File: config.mk
export PLATFORM = sky130hd
export DESIGN_NAME = mmio_router
export DESIGN_NICKNAME = d
export VERILOG_FILES = /design/src/rtl/mmio_router_pkg.sv /design/src/rtl/mmio_seg_fold.sv /design/src/rtl/mmio_win_bank.sv /design/src/rtl/mmio_prio_pick.sv /design/src/rtl/mmio_fallback.sv /design/src/rtl/mmio_router.sv
export SDC_FILE = /design/constraint.sdc
export NUM_CORES = 2
export LEC_CHECK = 0
export CAP_MARGIN = 20
export CORE_MARGIN = 2
export CORE_UTILIZATION = 24
export DETAILED_ROUTE_END_ITERATION = 16
export DONT_BUFFER_PORTS = 1
export REMOVE_ABC_BUFFERS = 1
export SYNTH_ARGS = -nofsm -noshare
export SYNTH_HDL_FRONTEND = slang
export SYNTH_SLANG_ARGS = --single-unit
File: constraint.sdc
create_clock -name clk_i -period 7.3 [get_ports clk_i]
set_input_delay 0.365 -clock clk_i [delete_from_list [all_inputs] [get_ports clk_i]]
set_output_delay 0.365 -clock clk_i [all_outputs]
set_load 0.01 [all_outputs]
File: src/rtl/mmio_router_pkg.sv
package mmio_router_pkg;
  typedef enum logic [1:0] {
    ACC_BYTE = 2'd0,
    ACC_HALF = 2'd1,
    ACC_WORD = 2'd2,
    ACC_WRD3 = 2'd3
  } acc_size_e;

  localparam logic [31:0] SEG4_MASK = 32'h7FFF_FFFF;
  localparam logic [31:0] SEG5_MASK = 32'h1FFF_FFFF;

  localparam logic [31:0] FB_STAT_ADDR = 32'h1F80_1054;
  localparam logic [31:0] FB_EXPA_ADDR = 32'h1F40_0004;
  localparam logic [31:0] FB_EXPB_ADDR = 32'h1F40_0006;
  localparam logic [31:0] FB_SCTL_ADDR = 32'h1F80_105A;
  localparam logic [15:0] FB_STAT_VAL  = 16'h0005;
  localparam logic [15:0] FB_EXPA_VAL  = 16'h00C8;
  localparam logic [15:0] FB_EXPB_VAL  = 16'h1FE0;
endpackage

File: src/rtl/mmio_seg_fold.sv
module mmio_seg_fold
  import mmio_router_pkg::*;
#(
  parameter int ADDR_W = 32
) (
  input  logic [ADDR_W-1:0] va_i,
  output logic [ADDR_W-1:0] pa_o
);
  localparam int SEG_LSB = ADDR_W - 3;

  logic [2:0]        seg;
  logic [ADDR_W-1:0] mask;

  assign seg = va_i[ADDR_W-1:SEG_LSB];

  always_comb begin
    unique case (seg)
      3'd4:    mask = ADDR_W'(SEG4_MASK);
      3'd5:    mask = ADDR_W'(SEG5_MASK);
      default: mask = '1;
    endcase
  end

  assign pa_o = va_i & mask;
endmodule

File: src/rtl/mmio_win_bank.sv
module mmio_win_bank #(
  parameter int NUM_WIN = 16,
  parameter int ADDR_W  = 32,
  parameter int DLY_W   = 8,
  parameter int IDX_W   = $clog2(NUM_WIN)
) (
  input  logic                           clk_i,
  input  logic                           rst_ni,
  input  logic                           cfg_we_i,
  input  logic [IDX_W-1:0]               cfg_idx_i,
  input  logic                           cfg_en_i,
  input  logic [ADDR_W-1:0]              cfg_base_i,
  input  logic [ADDR_W-1:0]              cfg_size_i,
  input  logic [DLY_W-1:0]               cfg_dly_i,
  input  logic                           bus_busy_i,
  input  logic [ADDR_W-1:0]              pa_i,
  output logic [NUM_WIN-1:0]             hit_vec_o,
  output logic [NUM_WIN-1:0][ADDR_W-1:0] off_vec_o,
  output logic [NUM_WIN-1:0][DLY_W-1:0]  dly_vec_o
);
  logic [NUM_WIN-1:0]             en_q;
  logic [NUM_WIN-1:0][ADDR_W-1:0] base_q;
  logic [NUM_WIN-1:0][ADDR_W-1:0] size_q;
  logic [NUM_WIN-1:0][DLY_W-1:0]  dly_q;
  logic                           cfg_take;

  assign cfg_take = cfg_we_i && !bus_busy_i;

  for (genvar g = 0; g < NUM_WIN; g++) begin : g_win
    logic sel_cfg;
    assign sel_cfg = cfg_take && (cfg_idx_i == IDX_W'(g));

    always_ff @(posedge clk_i or negedge rst_ni) begin
      if (!rst_ni) begin
        en_q[g]   <= 1'b0;
        base_q[g] <= '0;
        size_q[g] <= '0;
        dly_q[g]  <= '0;
      end else if (sel_cfg) begin
        en_q[g]   <= cfg_en_i;
        base_q[g] <= cfg_base_i;
        size_q[g] <= cfg_size_i;
        dly_q[g]  <= cfg_dly_i;
      end
    end

    // pa >= base guarantees the subtraction does not wrap; size 0 never hits
    assign off_vec_o[g] = pa_i - base_q[g];
    assign hit_vec_o[g] = en_q[g] && (pa_i >= base_q[g]) && (off_vec_o[g] < size_q[g]);
    assign dly_vec_o[g] = dly_q[g];
  end

  AST_CFG_FROZEN: assert property (@(posedge clk_i) disable iff (!rst_ni)
    bus_busy_i |=> ($stable(en_q) && $stable(base_q) && $stable(size_q) && $stable(dly_q)));
endmodule

File: src/rtl/mmio_prio_pick.sv
module mmio_prio_pick #(
  parameter int NUM_WIN = 16,
  parameter int ADDR_W  = 32,
  parameter int DLY_W   = 8
) (
  input  logic [NUM_WIN-1:0]             hit_vec_i,
  input  logic [NUM_WIN-1:0][ADDR_W-1:0] off_vec_i,
  input  logic [NUM_WIN-1:0][DLY_W-1:0]  dly_vec_i,
  output logic [NUM_WIN-1:0]             sel_o,
  output logic                           any_o,
  output logic [ADDR_W-1:0]              off_o,
  output logic [DLY_W-1:0]               dly_o
);
  // Scan from the top down so the lowest index overrides last
  always_comb begin
    sel_o = '0;
    any_o = 1'b0;
    off_o = '0;
    dly_o = '0;
    for (int i = NUM_WIN - 1; i >= 0; i--) begin
      if (hit_vec_i[i]) begin
        sel_o    = '0;
        sel_o[i] = 1'b1;
        any_o    = 1'b1;
        off_o    = off_vec_i[i];
        dly_o    = dly_vec_i[i];
      end
    end
  end
endmodule

File: src/rtl/mmio_fallback.sv
module mmio_fallback
  import mmio_router_pkg::*;
#(
  parameter int ADDR_W = 32
) (
  input  logic [ADDR_W-1:0] pa_i,
  input  logic [15:0]       ser_ctrl_i,
  output logic              hit_o,
  output logic [15:0]       data_o
);
  always_comb begin
    hit_o  = 1'b1;
    data_o = '0;
    if (pa_i == ADDR_W'(FB_STAT_ADDR))      data_o = FB_STAT_VAL;
    else if (pa_i == ADDR_W'(FB_EXPA_ADDR)) data_o = FB_EXPA_VAL;
    else if (pa_i == ADDR_W'(FB_EXPB_ADDR)) data_o = FB_EXPB_VAL;
    else if (pa_i == ADDR_W'(FB_SCTL_ADDR)) data_o = ser_ctrl_i;
    else                                    hit_o  = 1'b0;
  end
endmodule

File: src/rtl/mmio_router.sv
module mmio_router
  import mmio_router_pkg::*;
#(
  parameter int NUM_WIN = 16,
  parameter int ADDR_W  = 32,
  parameter int DLY_W   = 8,
  parameter int IDX_W   = $clog2(NUM_WIN)
) (
  input  logic               clk_i,
  input  logic               rst_ni,
  input  logic               cfg_we_i,
  input  logic [IDX_W-1:0]   cfg_idx_i,
  input  logic               cfg_en_i,
  input  logic [ADDR_W-1:0]  cfg_base_i,
  input  logic [ADDR_W-1:0]  cfg_size_i,
  input  logic [DLY_W-1:0]   cfg_dly_i,
  input  logic               req_valid_i,
  input  logic               req_write_i,
  input  logic [1:0]         req_size_i,
  input  logic [ADDR_W-1:0]  req_addr_i,
  input  logic [15:0]        ser_ctrl_i,
  input  logic               lat_rd_i,
  output logic [DLY_W-1:0]   lat_o,
  output logic               rsp_valid_o,
  output logic [NUM_WIN-1:0] rsp_sel_o,
  output logic [ADDR_W-1:0]  rsp_off_o,
  output logic               rsp_misalign_o,
  output logic               rsp_unmapped_o,
  output logic [15:0]        rsp_rdata_o
);
  localparam logic [DLY_W-1:0] SMALL_RD_LAT = DLY_W'(2);

  logic [ADDR_W-1:0]             pa;
  logic [NUM_WIN-1:0]            hit_vec;
  logic [NUM_WIN-1:0][ADDR_W-1:0] off_vec;
  logic [NUM_WIN-1:0][DLY_W-1:0] dly_vec;
  logic [NUM_WIN-1:0]            pick_sel;
  logic                          pick_any;
  logic [ADDR_W-1:0]             pick_off;
  logic [DLY_W-1:0]              pick_dly;
  logic                          fb_hit;
  logic [15:0]                   fb_data;
  acc_size_e                     acc;
  logic                          misalign;
  logic                          mapped;
  logic                          unmapped;
  logic [DLY_W-1:0]              lat_q, lat_d;

  mmio_seg_fold #(.ADDR_W(ADDR_W)) u_fold (
    .va_i (req_addr_i),
    .pa_o (pa)
  );

  mmio_win_bank #(
    .NUM_WIN(NUM_WIN), .ADDR_W(ADDR_W), .DLY_W(DLY_W), .IDX_W(IDX_W)
  ) u_bank (
    .clk_i      (clk_i),
    .rst_ni     (rst_ni),
    .cfg_we_i   (cfg_we_i),
    .cfg_idx_i  (cfg_idx_i),
    .cfg_en_i   (cfg_en_i),
    .cfg_base_i (cfg_base_i),
    .cfg_size_i (cfg_size_i),
    .cfg_dly_i  (cfg_dly_i),
    .bus_busy_i (req_valid_i),
    .pa_i       (pa),
    .hit_vec_o  (hit_vec),
    .off_vec_o  (off_vec),
    .dly_vec_o  (dly_vec)
  );

  mmio_prio_pick #(.NUM_WIN(NUM_WIN), .ADDR_W(ADDR_W), .DLY_W(DLY_W)) u_pick (
    .hit_vec_i (hit_vec),
    .off_vec_i (off_vec),
    .dly_vec_i (dly_vec),
    .sel_o     (pick_sel),
    .any_o     (pick_any),
    .off_o     (pick_off),
    .dly_o     (pick_dly)
  );

  mmio_fallback #(.ADDR_W(ADDR_W)) u_fb (
    .pa_i       (pa),
    .ser_ctrl_i (ser_ctrl_i),
    .hit_o      (fb_hit),
    .data_o     (fb_data)
  );

  assign acc = acc_size_e'(req_size_i);

  always_comb begin
    unique case (acc)
      ACC_BYTE: misalign = 1'b0;
      ACC_HALF: misalign = pa[0];
      default:  misalign = |pa[1:0];
    endcase
  end

  assign mapped   = !misalign && pick_any;
  assign unmapped = !misalign && !pick_any;

  always_comb begin
    lat_d = lat_q;
    if (lat_rd_i) lat_d = '0;
    if (req_valid_i) begin
      if (req_write_i)                            lat_d = '0;
      else if (acc == ACC_BYTE || acc == ACC_HALF) lat_d = SMALL_RD_LAT;
      if (mapped)                                 lat_d = pick_dly;
    end
  end

  always_ff @(posedge clk_i or negedge rst_ni) begin
    if (!rst_ni) lat_q <= '0;
    else         lat_q <= lat_d;
  end

  assign lat_o = lat_q;

  always_ff @(posedge clk_i or negedge rst_ni) begin
    if (!rst_ni) begin
      rsp_valid_o    <= 1'b0;
      rsp_sel_o      <= '0;
      rsp_off_o      <= '0;
      rsp_misalign_o <= 1'b0;
      rsp_unmapped_o <= 1'b0;
      rsp_rdata_o    <= '0;
    end else begin
      rsp_valid_o    <= req_valid_i;
      rsp_sel_o      <= (req_valid_i && mapped) ? pick_sel : '0;
      rsp_off_o      <= (req_valid_i && mapped) ? pick_off : '0;
      rsp_misalign_o <= req_valid_i && misalign;
      rsp_unmapped_o <= req_valid_i && unmapped;
      rsp_rdata_o    <= (req_valid_i && unmapped && !req_write_i && acc == ACC_HALF && fb_hit)
                        ? fb_data : '0;
    end
  end

  AST_RSP_PULSE: assert property (@(posedge clk_i) disable iff (!rst_ni)
    req_valid_i |=> rsp_valid_o);
  AST_IDLE_QUIET: assert property (@(posedge clk_i) disable iff (!rst_ni)
    !req_valid_i |=> (!rsp_valid_o && rsp_sel_o == '0 && !rsp_unmapped_o && !rsp_misalign_o));
  AST_SEL_ONEHOT: assert property (@(posedge clk_i) disable iff (!rst_ni)
    $onehot0(rsp_sel_o));
  AST_PICK_ONEHOT: assert property (@(posedge clk_i) disable iff (!rst_ni)
    pick_any |-> $onehot(pick_sel));
  AST_MIS_NOSEL: assert property (@(posedge clk_i) disable iff (!rst_ni)
    rsp_misalign_o |-> (rsp_sel_o == '0 && !rsp_unmapped_o && rsp_off_o == '0));
  AST_BYTE_ALIGNED: assert property (@(posedge clk_i) disable iff (!rst_ni)
    (req_valid_i && req_size_i == 2'd0) |=> !rsp_misalign_o);
  AST_UNMAP_NOSEL: assert property (@(posedge clk_i) disable iff (!rst_ni)
    rsp_unmapped_o |-> (rsp_sel_o == '0));
  AST_WR_UNMAP_LAT: assert property (@(posedge clk_i) disable iff (!rst_ni)
    (req_valid_i && req_write_i && !pick_any) |=> (lat_o == '0));
  AST_LAT_CLEAR: assert property (@(posedge clk_i) disable iff (!rst_ni)
    (lat_rd_i && !req_valid_i) |=> (lat_o == '0));
endmodule

# Yosys cells after proc, flatten, opt, wreduce, memory -nomap -nowiden
# Index checks and enable logic that the tools add are counted.
# totals
input_bits,133
ff_bits,1243
output_inout_bits,75
elab_cells,289
# classes
eq_ne,22
n_reduce_logical,65
magnitude_cmp,32
mux,82
n_bitwise,1
n_addsub,16
# ops
op,count
$mux 32,17
$ge 32x32->1,16
$lt 32x32->1,16
$sub 32x32->32,16
$mux 16,22
$mux 8,21
$eq 32x29->1 const B,4
$pmux 32 s2,1
$logic_and 1x1->1,57
$and 32x32->32,1
$eq 4x4->1 const B,8
$mux 1,20
$eq 4x3->1 const B,4
$eq 4x2->1 const B,2
$eq 3x3->1 const B,2
$eq 4x1->1 const B,1
$logic_not 1->1,4
$logic_not 4->1,1
$eq 2x1->1 const B,1
$logic_not 2->1,1
$pmux 1 s2,1
$reduce_or 2->1,1
$logic_or 1x1->1,1

# Depth between registers and ports, before layout
# logic_depth
depth_word,29
ltp_mapped,29
mapped_depth_nobuf,27

# By module
# Synthesis repeated with hierarchy kept, for this count alone.
# hier_totals
hier_cells,9937
hier_area_um2,90762.0
# modules_own_cells
mod,seq_area_each_um2,area_each_um2,cells_per_inst,instances
mmio_win_bank,29228.0,81896.0,8707,1
mmio_prio_pick,0.0,5631.7,959,1
mmio_router,1876.8,2578.7,180,1
mmio_fallback,0.0,415.4,58,1
mmio_seg_fold,0.0,240.2,33,1

# Worst setup path after synthesis
# OpenSTA, ideal clock, no wires.
# synth_path
path_type,in2reg
startpoint,input port req_addr_i[0]
endpoint,register lat_q[0] (netlist: lat_o[0])
path_slack_ns,1.173
path_buffers,0
setup_time_ns,0.130
required_ns,7.170
arrival_time_ns,5.997
cell_stages,26
path_cell_list,inv_1 -> ha_1 -> inv_1 -> fa_1 -> a211oi_1 -> o21bai_1 -> a21oi_2 -> o21bai_1 -> a22o_1 -> a221oi_2 -> o2111ai_1 -> a21oi_1 -> xnor2_1 -> ha_1 -> nand4_1 -> or3_1 -> or3_1 -> a2111oi_2 -> nor2_1 -> o21ai_4 -> and3_1 -> nand4_1 -> o31ai_4 -> mux2i_1 -> a2111oi_2 -> a21oi_1
# synth_via
elab_chain_cells,23
word_cells_on_any_way,119
classes_between,16 x add/sub; 32 x order compare; 35 x mux; 1 x bitwise; 35 x reduce/logical
# synth_rtl
item,line_no,rtl
from (decl),mmio_router.sv:20,"input logic [ADDR_W-1:0] req_addr_i,"
$and 32x32->32 *,mmio_seg_fold.sv:24,assign pa_o = va_i & mask;
$sub 32x32->32 / $ge 32x32->1 (equally long branches),"mmio_win_bank.sv:48, mmio_win_bank.sv:49",
$lt 32x32->1 / $logic_and 1x1->1 (equally long branches),mmio_win_bank.sv:49,assign hit_vec_o[g] = en_q[g] && (pa_i >= base_q[g]) && (off_vec_o[g] < size_q[g]);
$logic_and 1x1->1,mmio_win_bank.sv:49,
$mux 1 (16 in series),mmio_prio_pick.sv:21,if (hit_vec_i[i]) begin
$logic_and 1x1->1,mmio_router.sv:99,assign mapped = !misalign && pick_any;
$mux 8 *,mmio_router.sv:108,if (mapped) lat_d = pick_dly;
$mux 8 *,mmio_router.sv:105,if (req_valid_i) begin
net lat_d[0],mmio_router.sv:47,"logic [DLY_W-1:0] lat_q, lat_d;"
to (signal assigned),mmio_router.sv:114,else lat_q <= lat_d;
to (decl),mmio_router.sv:47,
# Mark *: on every way through the listed nets, which the timed path passes. The rest lies on a longest branch.
# A chain may end at the register's enable or synchronous reset.

# Worst setup path in the final report
# layout_path
startpoint,register u_bank.base_q[429] (netlist bit)
endpoint,register rsp_rdata_o[13]
# layout_via
elab_chain_cells,24
word_cells_on_any_way,26
classes_between,1 x add/sub; 2 x order compare; 15 x mux; 8 x reduce/logical
# layout_rtl
item,line_no,rtl
from (decl),mmio_win_bank.sv:22,logic [NUM_WIN-1:0][ADDR_W-1:0] base_q;
"from (signal, indexed assignment)",mmio_win_bank.sv:41,base_q[g] <= cfg_base_i;
$sub 32x32->32 / $ge 32x32->1 (equally long branches),"mmio_win_bank.sv:48, mmio_win_bank.sv:49",
$lt 32x32->1 / $logic_and 1x1->1 (equally long branches),mmio_win_bank.sv:49,
$logic_and 1x1->1 *,mmio_win_bank.sv:49,
$mux 1 * (14 in series),mmio_prio_pick.sv:21,
$logic_not 1->1 *,mmio_router.sv:100,assign unmapped = !misalign && !pick_any;
$logic_and 1x1->1 *,mmio_router.sv:100,
$logic_and 1x1->1 * (4 in series),mmio_router.sv:133,rsp_rdata_o <= (req_valid_i && unmapped && !req_write_i && acc == ACC_HALF && fb_hit)
$mux 16 *,mmio_router.sv:134,? fb_data : '0;
to (signal assigned),mmio_router.sv:133,
to (decl),mmio_router.sv:29,output logic [15:0] rsp_rdata_o
# Mark *: on every way between the ends. The rest lies on a longest branch, timed or not.

==> flow_summary.toml <==
[run_status]
outcome = "finished clean"

[floorplan]
die_area_mm2 = 0.3836
die_x_um = 619.4
num_rows = 225
pin_count = 208
start_util = 0.2415
coreArea_mm2 = 0.3764
die_h_um = 619.4

[sta]
worstMarginPinSlew_ns = 1.260
fin_crit_sh = 0.9582
final.setup.worst_slack_ns = 0.3050
setup-tns-final_ns = 0
setup_viol = 0
min_period_ns = 6.995
final-hold-violation-count = 0
fin_worst_skew_ns = 0.08982
maxSlewHeadroom = 0.1597
slew_violations = 0
fmaxAchievable_mhz = 143.0

[grt]
grt_pass1_wl_mm = 535.7
grt.total_usage = 0.1891
grt_max_degree = 1244
grt-ovfl-total = 0
antenna_found_initial = 41
grt_pass1_vias = 78170

[synth]
synth-main-ff-cell = "dfrtp_1"
synth_cell_types = 109
ys_seq_elements = 1243
ys_seq_area_frac = 0.3423
syn_area_mm2 = 0.09088
synth_largest_area_cell = "dfrtp_1"
synth_edf_count = 0
synth_area_leaders = "dfrtp_1 (34%), ha_1 (14%), mux2_2 (9.9%), inv_1 (4.7%), o21ai_0 (4.2%)"
avgSynthCellArea_um2 = 9.110
synth-async-reset-ratio = 1.000
yosysTopAreaCellShare = 0.3423
ys_warn_count = 0
netlist_instances = 9976

[critical_path]
cp.arrival_ns = 7.76
cp_common_cell = "buf_4"
reg2reg_slack_ns = 0.31
critical_path.max_fanout = 15
end_kind = "flop"
cpPeakStageDelay_ns = 0.55
startpoint_type = "flop"
crit_type = "flop to flop"
cpMaxStageDelayCell = "dlygate4sd3_1"
cp.required_ns = 8.06

[placed_design]
gp_congestion = 1.005
dp_slack_ns = -0.2042
dp.cells = 14990
post_dp_cell_area_mm2 = 0.09913
io_buffers = 0
place_hpwl_mm = 285.0

[layout]
finalNonFillerCells = 15540
final_common_cell = "dfrtp_1"
multiInputGateArea_mm2 = 0.05427
area_growth_pct = 18.82
design_area_mm2 = 0.1080
fin_nets = 11580
drive_gt1_frac = 0.1589
final_cell_mix = "dfrtp_1 (1243), inv_1 (1146), ha_1 (1008), nand2_1 (836), mux2_2 (802)"
fillers = 39560
regArea_mm2 = 0.03110

[pwr]
power.density_mw_per_mm2 = 330.9
p_total_mw = 35.73
combPwrFrac = 0.516
ir_worst_vdd_mv = 0.1710
p_sw_mw = 15.31
switching_share = 0.4286
p_seq_frac = 0.255
power.clock.fraction = 0.229
intPower_mw = 20.41
leakage_nw = 49.15

[routing]
wl_mm = 374.5
drc = 0
antenna_left = 0
vias = 80810
first_pass_iters = 8
vias_per_cell = 5.200
routedWlPerCell_um = 24.10
dr.first_iter.drc_count = 8759

[clocking]
root_buffer = "clkbuf_16"
h-tree-depth = 4
cts_made_buffers = 156
cts_tree = "built"
clock_latency_ns = 0.89
path_clk_slew_ns = 0.07
clockBufferDepth = 4
cts_sinks = 1243

[min_path]
hold_path.class = "input port to asynchronous set/reset pin"

[flow_run]
maxCapViolCount = 0
final cells by class:
class / count / share of cell area
inverters: 1146 / 0.03984
clock buffers: 215 / 0.04157
clock inverters: 55 / 0.006524
diodes: 13 / 0.0003013
flip-flops and latches: 1243 / 0.2881
repair buffers: 668 / 0.06327
well taps: 4994 / 0.05787
multi-input cells: 7205 / 0.5026
power groups by stage:
| stage | combinational [mW] | clock [mW] | sequential [mW] |
|---|---|---|---|
| floorplan | 11.0 | 0 | 8.87 |
| CTS | 17.8 | 8.30 | 9.10 |
| global route | 19.9 | 8.57 | 9.26 |
| global placement | 17.2 | 0 | 9.17 |
| finish | 18.4 | 8.18 | 9.10 |
| detailed placement | 17.2 | 0 | 9.22 |
worst max-delay path, delay by kind of cell (launching register included):
family,cells,cell delay [ns]
AO/OA/AOI/OAI,8,1.84
AND/OR/NAND/NOR,10,2.18
buffers and inverters,7,1.63
adder cells (fa/ha/maj),2,0.69
XOR/XNOR,1,0.22
flip-flops,1,0.33
worst paths after layout:
check	from	endpoint	depth (start not counted)
min in group clk_i	req_addr_i[0]	rsp_rdata_o[7]	3
min reg2reg	u_bank.dly_vec_o[35]	u_bank.dly_vec_o[35]	1
max in group asynchronous	rst_ni	u_bank.base_q[488]	6
max reg2reg	u_bank.base_q[429]	rsp_rdata_o[13]	28
min	rst_ni	u_bank.size_q[50]	2
max	u_bank.base_q[429]	rsp_rdata_o[13]	28
per-layer routing:
metal	vias to the layer above	GRT usage	share of wire	wire length (um)
met4	6	0.07466	0.046	17320
met2	3401	0.2961	0.44	163000
met5	-	0	0.000093	35
li1	36550	-	-	-
met3	784	0.03610	0.087	32590
met1	40070	0.2553	0.43	161500
cell usage after synthesis, drive strengths merged, types with 21 or more instances:
| master | count |
|---|---|
| mux2 | 802 |
| xor2 | 146 |
| a211o | 33 |
| o21a | 115 |
| and2 | 49 |
| o21ai | 787 |
| a211oi | 85 |
| nor4 | 50 |
| a221o | 26 |
| buf | 37 |
| or3 | 60 |
| o22ai | 44 |
| o2111ai | 29 |
| o21bai | 87 |
| o221ai | 47 |
| nand4 | 148 |
| a221oi | 73 |
| clkbuf | 345 |
| or2 | 21 |
| dfrtp | 1243 |
| o31ai | 34 |
| nand2b | 69 |
| and4 | 31 |
| o211ai | 67 |
| a2111oi | 37 |
| inv | 1146 |
| ha | 1008 |
| o31a | 31 |
| nand2 | 850 |
| a21o | 276 |
| and3 | 84 |
| nor2b | 66 |
| a21oi | 631 |
| nand3 | 179 |
| nor3 | 138 |
| xnor2 | 287 |
| a21boi | 36 |
| nor2 | 434 |
| a31oi | 89 |
what timing repair did:
item / CTS / global route
buffers inserted: 0 / 2
endpoints found under the setup margin: 0 / 18
hold endpoints to repair: 2431 / 425
resized for setup: 0 / 26
hold buffers: 254 / 3
sequential cells by signal, summed over array words and instances, names as in the netlist:
name and count:
rsp_sel_o 16, rsp_valid_o 1, lat_o 8, rsp_misalign_o 1, rsp_unmapped_o 1, rsp_rdata_o 16
u_bank.size_q 512, u_bank.dly_vec_o 128, rsp_off_o 32, u_bank.base_q 512, u_bank.en_q 16
kinds of logic (layout without fill, tap and decap cells):
| family | after synthesis | after routing | share of synthesized area |
|---|---|---|---|
| flops | 1243 | 1243 | 0.3423 |
| fa+ha+maj | 1024 | 1024 | 0.1423 |
| compound gates | 2697 | 2697 | 0.1923 |
| buf+inv | 1528 | 2084 | 0.06388 |
| other cells | 0 | 13 | 0 |
| xor+xnor | 433 | 433 | 0.04173 |
| simple gates | 2237 | 2237 | 0.1169 |
| mux | 814 | 814 | 0.1007 |
through the flow:
step / utilization / hold slack [ns]
after floorplan: - / 0.06941
after global placement: 0.2633 / 0.09382
after detailed placement: 0.2634 / 0.09783
after CTS: 0.2857 / -0.8409
after global routing: 0.2868 / 0.001462
final: 0.2869 / 0.005740
(Power assumes the default switching activity.)
